$ cat config.mk
export PLATFORM = sky130hd
export DESIGN_NAME = slide_addr_unit
export DESIGN_NICKNAME = d
export VERILOG_FILES = /design/src/rtl/sau_pkg.sv /design/src/rtl/sau_stepper_cell.sv /design/src/rtl/sau_step_counter.sv /design/src/rtl/sau_end_detect.sv /design/src/rtl/sau_ctrl.sv /design/src/rtl/slide_addr_unit.sv
export SDC_FILE = /design/constraint.sdc
export NUM_CORES = 1
export LEC_CHECK = 0
export ABC_CLOCK_PERIOD_IN_PS = 4500
export BUFFER_PORTS_ARGS = -buffer_cell sky130_fd_sc_hd__buf_2
export CAP_MARGIN = 10
export CORE_ASPECT_RATIO = 0.9
export CORE_MARGIN = 10
export CORE_UTILIZATION = 38
export CTS_BUF_LIST = sky130_fd_sc_hd__clkbuf_4 sky130_fd_sc_hd__clkbuf_8 sky130_fd_sc_hd__clkbuf_16
export DETAILED_ROUTE_END_ITERATION = 10
export SYNTH_ARGS = -nofsm -noshare
export SYNTH_HDL_FRONTEND = slang
export SYNTH_HIERARCHICAL = 1
export SYNTH_SLANG_ARGS = --single-unit
$ cat constraint.sdc
create_clock -name clk -period 4.5 [get_ports clk]
set_clock_uncertainty 0.05 [all_clocks]
set_input_delay 0.675 -clock clk [delete_from_list [all_inputs] [get_ports clk]]
set_output_delay 0.675 -clock clk [all_outputs]
set_load 0.01 [all_outputs]
$ cat src/rtl/sau_pkg.sv
package sau_pkg;

    typedef enum logic [1:0] {
        ST_IDLE  = 2'd0,
        ST_SWEEP = 2'd1,
        ST_DONE  = 2'd2
    } sau_state_t;

    typedef enum logic [1:0] {
        CAUSE_NONE  = 2'b00,
        CAUSE_ESC   = 2'b01,
        CAUSE_LIMIT = 2'b10,
        CAUSE_COUNT = 2'b11
    } sau_cause_t;

    localparam int N_CELLS   = 3;
    localparam int CELL_BASE = 0;
    localparam int CELL_LIM  = 1;
    localparam int CELL_ADDR = 2;

endpackage

$ cat src/rtl/sau_stepper_cell.sv
module sau_stepper_cell #(
    parameter int W = 16
) (
    input  logic                clk,
    input  logic                rst_n,
    input  logic                load_en,
    input  logic signed [W-1:0] load_val,
    input  logic                adv_en,
    input  logic signed [W-1:0] delta,
    output logic signed [W-1:0] value,
    output logic signed [W-1:0] value_next
);

    assign value_next = value + delta;

    always_ff @(posedge clk or negedge rst_n) begin
        if (!rst_n) begin
            value <= '0;
        end else if (load_en) begin
            value <= load_val;
        end else if (adv_en) begin
            value <= value_next;
        end
    end

    AST_CELL_HOLD: assert property (@(posedge clk) disable iff (!rst_n)
        (!load_en && !adv_en) |=> $stable(value));

endmodule

$ cat src/rtl/sau_step_counter.sv
module sau_step_counter #(
    parameter int CW = 16
) (
    input  logic          clk,
    input  logic          rst_n,
    input  logic          clr,
    input  logic          inc,
    input  logic [CW-1:0] max_steps,
    output logic [CW-1:0] cnt
);

    always_ff @(posedge clk or negedge rst_n) begin
        if (!rst_n) begin
            cnt <= '0;
        end else if (clr) begin
            cnt <= '0;
        end else if (inc) begin
            cnt <= cnt + 1'b1;
        end
    end

    AST_CNT_BELOW_MAX: assert property (@(posedge clk) disable iff (!rst_n)
        (max_steps != '0) |-> (cnt < max_steps));

endmodule

$ cat src/rtl/sau_end_detect.sv
module sau_end_detect #(
    parameter int AW = 16,
    parameter int CW = 16
) (
    input  logic                 active,
    input  logic                 step_req,
    input  logic                 escape_req,
    input  logic signed [AW-1:0] addr,
    input  logic signed [AW-1:0] limit,
    input  logic        [CW-1:0] cnt,
    input  logic        [CW-1:0] max_steps,
    input  logic signed [AW-1:0] base_next,
    input  logic signed [AW-1:0] base_delta,
    input  logic signed [AW-1:0] outer_limit,
    output logic                 sweep_fin,
    output logic                 scan_fin,
    output logic                 step_take,
    output sau_pkg::sau_cause_t  cause
);
    import sau_pkg::*;

    logic        hit_limit;
    logic        hit_count;
    logic        passed;
    logic [CW:0] cnt_plus;

    always_comb begin
        cnt_plus  = {1'b0, cnt} + 1'b1;
        hit_limit = (addr == limit);
        hit_count = (max_steps != '0) && (cnt_plus == {1'b0, max_steps});
        cause     = CAUSE_NONE;
        sweep_fin = 1'b0;
        step_take = 1'b0;
        if (active) begin
            if (escape_req) begin
                cause     = CAUSE_ESC;
                sweep_fin = 1'b1;
            end else if (step_req && hit_limit) begin
                cause     = CAUSE_LIMIT;
                sweep_fin = 1'b1;
            end else if (step_req && hit_count) begin
                cause     = CAUSE_COUNT;
                sweep_fin = 1'b1;
            end else if (step_req) begin
                step_take = 1'b1;
            end
        end
        passed   = base_delta[AW-1] ? (base_next < outer_limit) : (base_next > outer_limit);
        scan_fin = sweep_fin && passed;
    end

endmodule

$ cat src/rtl/sau_ctrl.sv
module sau_ctrl (
    input  logic                clk,
    input  logic                rst_n,
    input  logic                cfg_load,
    input  logic                sweep_fin,
    input  logic                scan_fin,
    input  sau_pkg::sau_cause_t cause_in,
    output sau_pkg::sau_state_t state,
    output logic                addr_valid,
    output logic                scan_done,
    output logic                sweep_end,
    output logic [1:0]          end_cause
);
    import sau_pkg::*;

    sau_state_t state_nx;

    always_comb begin
        state_nx = state;
        unique case (state)
            ST_IDLE:  if (cfg_load) state_nx = ST_SWEEP;
            ST_SWEEP: begin
                if (cfg_load)      state_nx = ST_SWEEP;
                else if (scan_fin) state_nx = ST_DONE;
            end
            ST_DONE:  if (cfg_load) state_nx = ST_SWEEP;
            default:  state_nx = ST_IDLE;
        endcase
    end

    always_ff @(posedge clk or negedge rst_n) begin
        if (!rst_n) state <= ST_IDLE;
        else        state <= state_nx;
    end

    always_ff @(posedge clk or negedge rst_n) begin
        if (!rst_n) begin
            addr_valid <= 1'b0;
            scan_done  <= 1'b0;
            sweep_end  <= 1'b0;
            end_cause  <= CAUSE_NONE;
        end else begin
            addr_valid <= (state_nx == ST_SWEEP);
            scan_done  <= (state_nx == ST_DONE);
            sweep_end  <= sweep_fin && !cfg_load;
            if (cfg_load)       end_cause <= CAUSE_NONE;
            else if (sweep_fin) end_cause <= cause_in;
        end
    end

    AST_LOAD_CLEARS: assert property (@(posedge clk) disable iff (!rst_n)
        cfg_load |=> (addr_valid && !scan_done && !sweep_end && end_cause == 2'b00));
    AST_CAUSE_ON_END: assert property (@(posedge clk) disable iff (!rst_n)
        sweep_end |-> (end_cause != 2'b00));
    AST_DONE_STICKY: assert property (@(posedge clk) disable iff (!rst_n)
        (scan_done && !cfg_load) |=> (scan_done && !sweep_end && $stable(end_cause)));
    AST_VALID_EXCL: assert property (@(posedge clk) disable iff (!rst_n)
        !(addr_valid && scan_done));
    AST_IDLE_QUIET: assert property (@(posedge clk) disable iff (!rst_n)
        (state == ST_IDLE && !cfg_load) |=> !addr_valid);

endmodule

$ cat src/rtl/slide_addr_unit.sv
module slide_addr_unit #(
    parameter int AW = 16,
    parameter int CW = 16
) (
    input  logic                 clk,
    input  logic                 rst_n,
    input  logic                 cfg_load,
    input  logic signed [AW-1:0] cfg_base,
    input  logic signed [AW-1:0] cfg_limit,
    input  logic signed [AW-1:0] cfg_base_delta,
    input  logic signed [AW-1:0] cfg_limit_delta,
    input  logic signed [AW-1:0] cfg_addr_step,
    input  logic signed [AW-1:0] cfg_outer_limit,
    input  logic        [CW-1:0] cfg_max_steps,
    input  logic                 step_req,
    input  logic                 escape_req,
    output logic signed [AW-1:0] addr,
    output logic                 addr_valid,
    output logic                 sweep_end,
    output logic                 scan_done,
    output logic        [1:0]    end_cause
);
    import sau_pkg::*;

    logic signed [AW-1:0] base_delta_q, limit_delta_q, addr_step_q, outer_q;
    logic        [CW-1:0] max_q;

    always_ff @(posedge clk or negedge rst_n) begin
        if (!rst_n) begin
            base_delta_q  <= '0;
            limit_delta_q <= '0;
            addr_step_q   <= '0;
            outer_q       <= '0;
            max_q         <= '0;
        end else if (cfg_load) begin
            base_delta_q  <= cfg_base_delta;
            limit_delta_q <= cfg_limit_delta;
            addr_step_q   <= cfg_addr_step;
            outer_q       <= cfg_outer_limit;
            max_q         <= cfg_max_steps;
        end
    end

    sau_state_t           state;
    sau_cause_t           cause;
    logic                 sweep_fin, scan_fin, step_take;
    logic        [CW-1:0] cnt;

    logic                 cell_load  [N_CELLS];
    logic                 cell_adv   [N_CELLS];
    logic signed [AW-1:0] cell_lval  [N_CELLS];
    logic signed [AW-1:0] cell_delta [N_CELLS];
    logic signed [AW-1:0] cell_value [N_CELLS];
    logic signed [AW-1:0] cell_next  [N_CELLS];

    always_comb begin
        cell_load[CELL_BASE]  = cfg_load;
        cell_adv[CELL_BASE]   = sweep_fin;
        cell_lval[CELL_BASE]  = cfg_base;
        cell_delta[CELL_BASE] = base_delta_q;

        cell_load[CELL_LIM]   = cfg_load;
        cell_adv[CELL_LIM]    = sweep_fin;
        cell_lval[CELL_LIM]   = cfg_limit;
        cell_delta[CELL_LIM]  = limit_delta_q;

        cell_load[CELL_ADDR]  = cfg_load || sweep_fin;
        cell_adv[CELL_ADDR]   = step_take;
        cell_lval[CELL_ADDR]  = cfg_load ? cfg_base : cell_next[CELL_BASE];
        cell_delta[CELL_ADDR] = addr_step_q;
    end

    for (genvar gi = 0; gi < N_CELLS; gi++) begin : g_cell
        sau_stepper_cell #(.W(AW)) i_cell (
            .clk        (clk),
            .rst_n      (rst_n),
            .load_en    (cell_load[gi]),
            .load_val   (cell_lval[gi]),
            .adv_en     (cell_adv[gi]),
            .delta      (cell_delta[gi]),
            .value      (cell_value[gi]),
            .value_next (cell_next[gi])
        );
    end

    sau_end_detect #(.AW(AW), .CW(CW)) i_end (
        .active      ((state == ST_SWEEP) && !cfg_load),
        .step_req    (step_req),
        .escape_req  (escape_req),
        .addr        (cell_value[CELL_ADDR]),
        .limit       (cell_value[CELL_LIM]),
        .cnt         (cnt),
        .max_steps   (max_q),
        .base_next   (cell_next[CELL_BASE]),
        .base_delta  (base_delta_q),
        .outer_limit (outer_q),
        .sweep_fin   (sweep_fin),
        .scan_fin    (scan_fin),
        .step_take   (step_take),
        .cause       (cause)
    );

    sau_step_counter #(.CW(CW)) i_cnt (
        .clk       (clk),
        .rst_n     (rst_n),
        .clr       (cfg_load || sweep_fin),
        .inc       (step_take),
        .max_steps (max_q),
        .cnt       (cnt)
    );

    sau_ctrl i_ctrl (
        .clk        (clk),
        .rst_n      (rst_n),
        .cfg_load   (cfg_load),
        .sweep_fin  (sweep_fin),
        .scan_fin   (scan_fin),
        .cause_in   (cause),
        .state      (state),
        .addr_valid (addr_valid),
        .scan_done  (scan_done),
        .sweep_end  (sweep_end),
        .end_cause  (end_cause)
    );

    assign addr = cell_value[CELL_ADDR];

    AST_STEP_MOVES: assert property (@(posedge clk) disable iff (!rst_n)
        (addr_valid && step_req && !escape_req && !cfg_load && !sweep_fin)
        |=> (addr == $past(addr + addr_step_q)));
    AST_RESTART_AT_BASE: assert property (@(posedge clk) disable iff (!rst_n)
        sweep_end |-> (addr == cell_value[CELL_BASE]));
    AST_DONE_FREEZE: assert property (@(posedge clk) disable iff (!rst_n)
        (scan_done && !cfg_load) |=> $stable(addr));

endmodule

; ---- Word level (Yosys, flattened, before mapping)
; Index checks and enable logic that the tools add are counted.
[totals]
reg_bits = 151
output_inout_bits = 21
[op_classes]
addsub = 5
magnitude_cmp = 2
n_eq_ne = 6
mux = 29
n_reduce_logical = 13
[op_table]
columns = operator, count
row1 = 16-bit two-way mux, 9
row2 = 16-bit adder, 3
row3 = 2-bit two-way mux, 9
row4 = "16-bit by 1-bit adder with 17-bit output, second input constant", 1
row5 = 17-bit by 16-bit == test with 1-bit output, 1
row6 = "16-bit by 1-bit adder with 16-bit output, second input constant", 1
row7 = 16-bit == test, 1
row8 = 16-bit > comparator, 1
row9 = 16-bit less-than comparator, 1
row10 = 16-bit nonzero test, 1
row11 = 1-bit two-way mux, 10
row12 = 1-bit logical AND, 6
row13 = "2-bit by 1-bit == test with 1-bit output, second input constant", 2
row14 = "2-bit == test, second input constant", 2
row15 = 2-bit case mux with 2 select lines, 1
row16 = 2-bit nonzero test, 2
row17 = 2-bit logical NOT, 1
row18 = 2-bit OR reduction, 1
row19 = 1-bit logical NOT, 1
row20 = 1-bit logical OR, 1

; ---- Longest topological paths before layout
[depth]
word_depth = 13
ltp_mapped = 16
mapped_depth_nobuf = 16

; ---- Modules after synthesis
; The synthesis kept the hierarchy.
[by_module_without_submodules]
columns = mod, instances, cells_each, area_each_um2, seq_area_each_um2
row1 = slide_addr_unit, 1, 189, 3244.4, 2001.9
row2 = sau_stepper_cell at g_cell[0].i_cell ..., 2, 159, 1436.4, 400.4
row3 = sau_stepper_cell at g_cell[2].i_cell, 1, 180, 1536.5, 400.4
row4 = sau_end_detect, 1, 180, 1361.3, 0.0
row5 = sau_step_counter, 1, 82, 872.1, 400.4
row6 = sau_ctrl, 1, 19, 260.2, 175.2

; ---- Least setup slack after synthesis
; No wires, ideal clock.
[synth_timing]
path_type = register to register
from = register g_cell[0].i_cell.value[0]
to = register i_ctrl.addr_valid
arrival_time_ns = 3.728
setup_slack_ns = 0.643
path_stages_with_launch = 16
n_path_buf = 0
period_less_slack_ns = 3.857
path_cell_list = dfrtp_1 -> ha_1 -> fa_1 -> a21oi_1 -> o211a_1 -> nor3b_1 -> a211oi_2 -> xnor2_1 -> ha_1 -> nand4_1 -> or2_1 -> o311ai_1 -> mux2_2 -> o31a_1 -> and2b_1 -> a2bb2oi_1
[synth_lines]
columns = element, line_no
row1 = from (decl), sau_stepper_cell.sv:10  ; output logic signed [W-1:0] value,
row2 = from (signal assigned), sau_stepper_cell.sv:20  ; value <= load_val;
row3 = from (signal assigned), sau_stepper_cell.sv:22  ; value <= value_next;
row4 = to (signal assigned), sau_ctrl.sv:43  ; addr_valid <= (state_nx == ST_SWEEP);
row5 = to (decl), sau_ctrl.sv:9  ; output logic addr_valid,

==> impl_metrics.toml <==
[cts]
cts_setup_buffers = 0
cts_root_buffer = "clkbuf_16"
clk_latency_ps = 430
cts_buffers = 17
cts_tree = "done"
clkTransAtPathRegs_ps = 70
htree_levels = 4
ctsHoldBuffers = 0
numClockSinks = 151
cts_buffer_depth = 2
cts_resized = 0

[detailed_routing]
num_vias = 7903
wirelength_um = 27900
first_pass_iters = 5
drt-initial-drc-count = 500
drt-met1-wl_um = 13800
wl_per_cell_um = 19.1
wl_met2_um = 12100
drc = 0
drtAntennaViolNets = 0
routed_via_density = 5.42
top_layer = "met4"
wl_met3_um = 1640

[timing]
finalHoldViolations = 0
setup_tns_ps = 0
clock.fmax_mhz = 235
worst_slew_margin_rel_pct = 44.5
rsz0062_at_grt = "no"
finalSetupViolations = 0
tightest_slew_ps = 833
min_period_over_period_pct = 94.4
fin_crit_ps = 4250
timing.hold.ws_ps = 257
finalMaxSlewViolations = 0
setup_ws_ps = 250

[critical_path]
cp-start-kind = "flop"
end_kind = "flop"
path_class = "reg -> reg"
r2r_setup_slack_ps = 250
crit_fanout = 4
required_ps = 4790
arrival_ps = 4540

[cells_and_area]
drive_gt1_share_pct = 28.9
finalNetCount = 1279
fill_cells = 2513
stdcell_count = 1459
final_common_cell = "dfrtp_1"
layout_common_cells = "dfrtp_1, buf_2, mux2_2"
syn_to_final_growth_pct = 16.4

[synthesis]
netlist_area_mm2 = 0.0101
syn_nets = 1146
synthCells = 963
yosysWarnings = 6
avgSynthCellArea_um2 = 10.5

[global_route]
antenna_found_initial = 2
grt_pass1_vias = 8022
grt_use_total_pct = 16.5
grt_first_pass_wirelength_um = 44200
grt_max_degree = 89
grt.overflow.total = 0

[die]
fp.dieH_um = 175
pin_count = 138
core_mm2 = 0.0261
dieWidth_um = 192
die_area_mm2 = 0.0335
rows = 56
start_util_pct = 38.7

[place]
gp_congestion = 0.859
dp_hpwl_um = 21100
dp_cells = 1425
dp_slack_ps = 319
port_buffers = 137

[power]
ir_worst_vdd_mv = 0.273
fin_total_pwr_w = 0.00568
power.leakage_nw = 5.25
p_per_area_mw_per_mm2 = 483

[hold_path]
hp-class = "in -> async"

[outcome]
status = "completed"

[flow_run]
cap_violations = 0
[metal layers]
metal / vias to the layer above / global-route usage [%]
met4: 0 / 4.23
met3: 24 / 3.98
met2: 197 / 24.2
met1: 3855 / 23.6
met5: - / 0
li1: 3827 / -
[metrics by stage]
step	util, %	area [um2]
after floorplan	-	10100
after global placement	42.7	11200
after detailed placement	42.7	11200
after CTS	45.0	11800
after global routing	45.0	11800
final	45.0	11800
[where the power goes]
group / switching (W) / leakage [nW] / internal [W]
clock: 0.000579 / 0.296 / 0.000890
combinational: 0.00130 / 3.13 / 0.00109
sequential: 0.000264 / 1.83 / 0.00156
[critical path, stage by stage, from the launching register on]
cell	delay, ps
dfrtp_1	380
ha_1	230
fa_1	430
a21oi_1	220
o211a_1	240
nor3b_1	80
a211oi_2	230
xnor2_1	140
ha_1	320
nand4_1	110
or2_1	280
o311ai_1	450
mux2_2	390
o31a_1	250
and2b_1	210
a2bb2oi_1	170
[worst paths after layout]
path,from,to,cells after the start
max in group asynchronous,rst_n,max_q[11],2
worst max register to register,g_cell[0].i_cell/value[0],i_ctrl/addr_valid,15
worst min-delay path,rst_n,limit_delta_q[14],1
min in group clk,cfg_limit_delta[13],limit_delta_q[13],2
worst min register to register,outer_q[2],outer_q[2],1
worst max-delay path,g_cell[0].i_cell/value[0],i_ctrl/addr_valid,15
[flip-flops by register name, indices dropped and copies added (netlist names)]
register             count
addr_step_q             16
i_ctrl/end_cause         2
g_cell.i_cell/value     48
i_ctrl/state             2
max_q                   16
base_delta_q            16
limit_delta_q           16
i_ctrl/sweep_end         1
i_cnt/cnt               16
i_ctrl/addr_valid        1
i_ctrl/scan_done         1
outer_q                 16
[cell type report]
type                    count  area [um2]  area share (%)
repair buffers            149         801            6.81
inverters                  35         131            1.12
diodes                      2        5.00          0.0426
flip-flops and latches    151        3780            32.1
well taps                 348         435            3.70
clock inverters             8        95.1           0.809
clock buffers              24         503            4.28
multi-input cells         742        6010            51.1
Note: power is estimated with default switching activity, not from simulation.
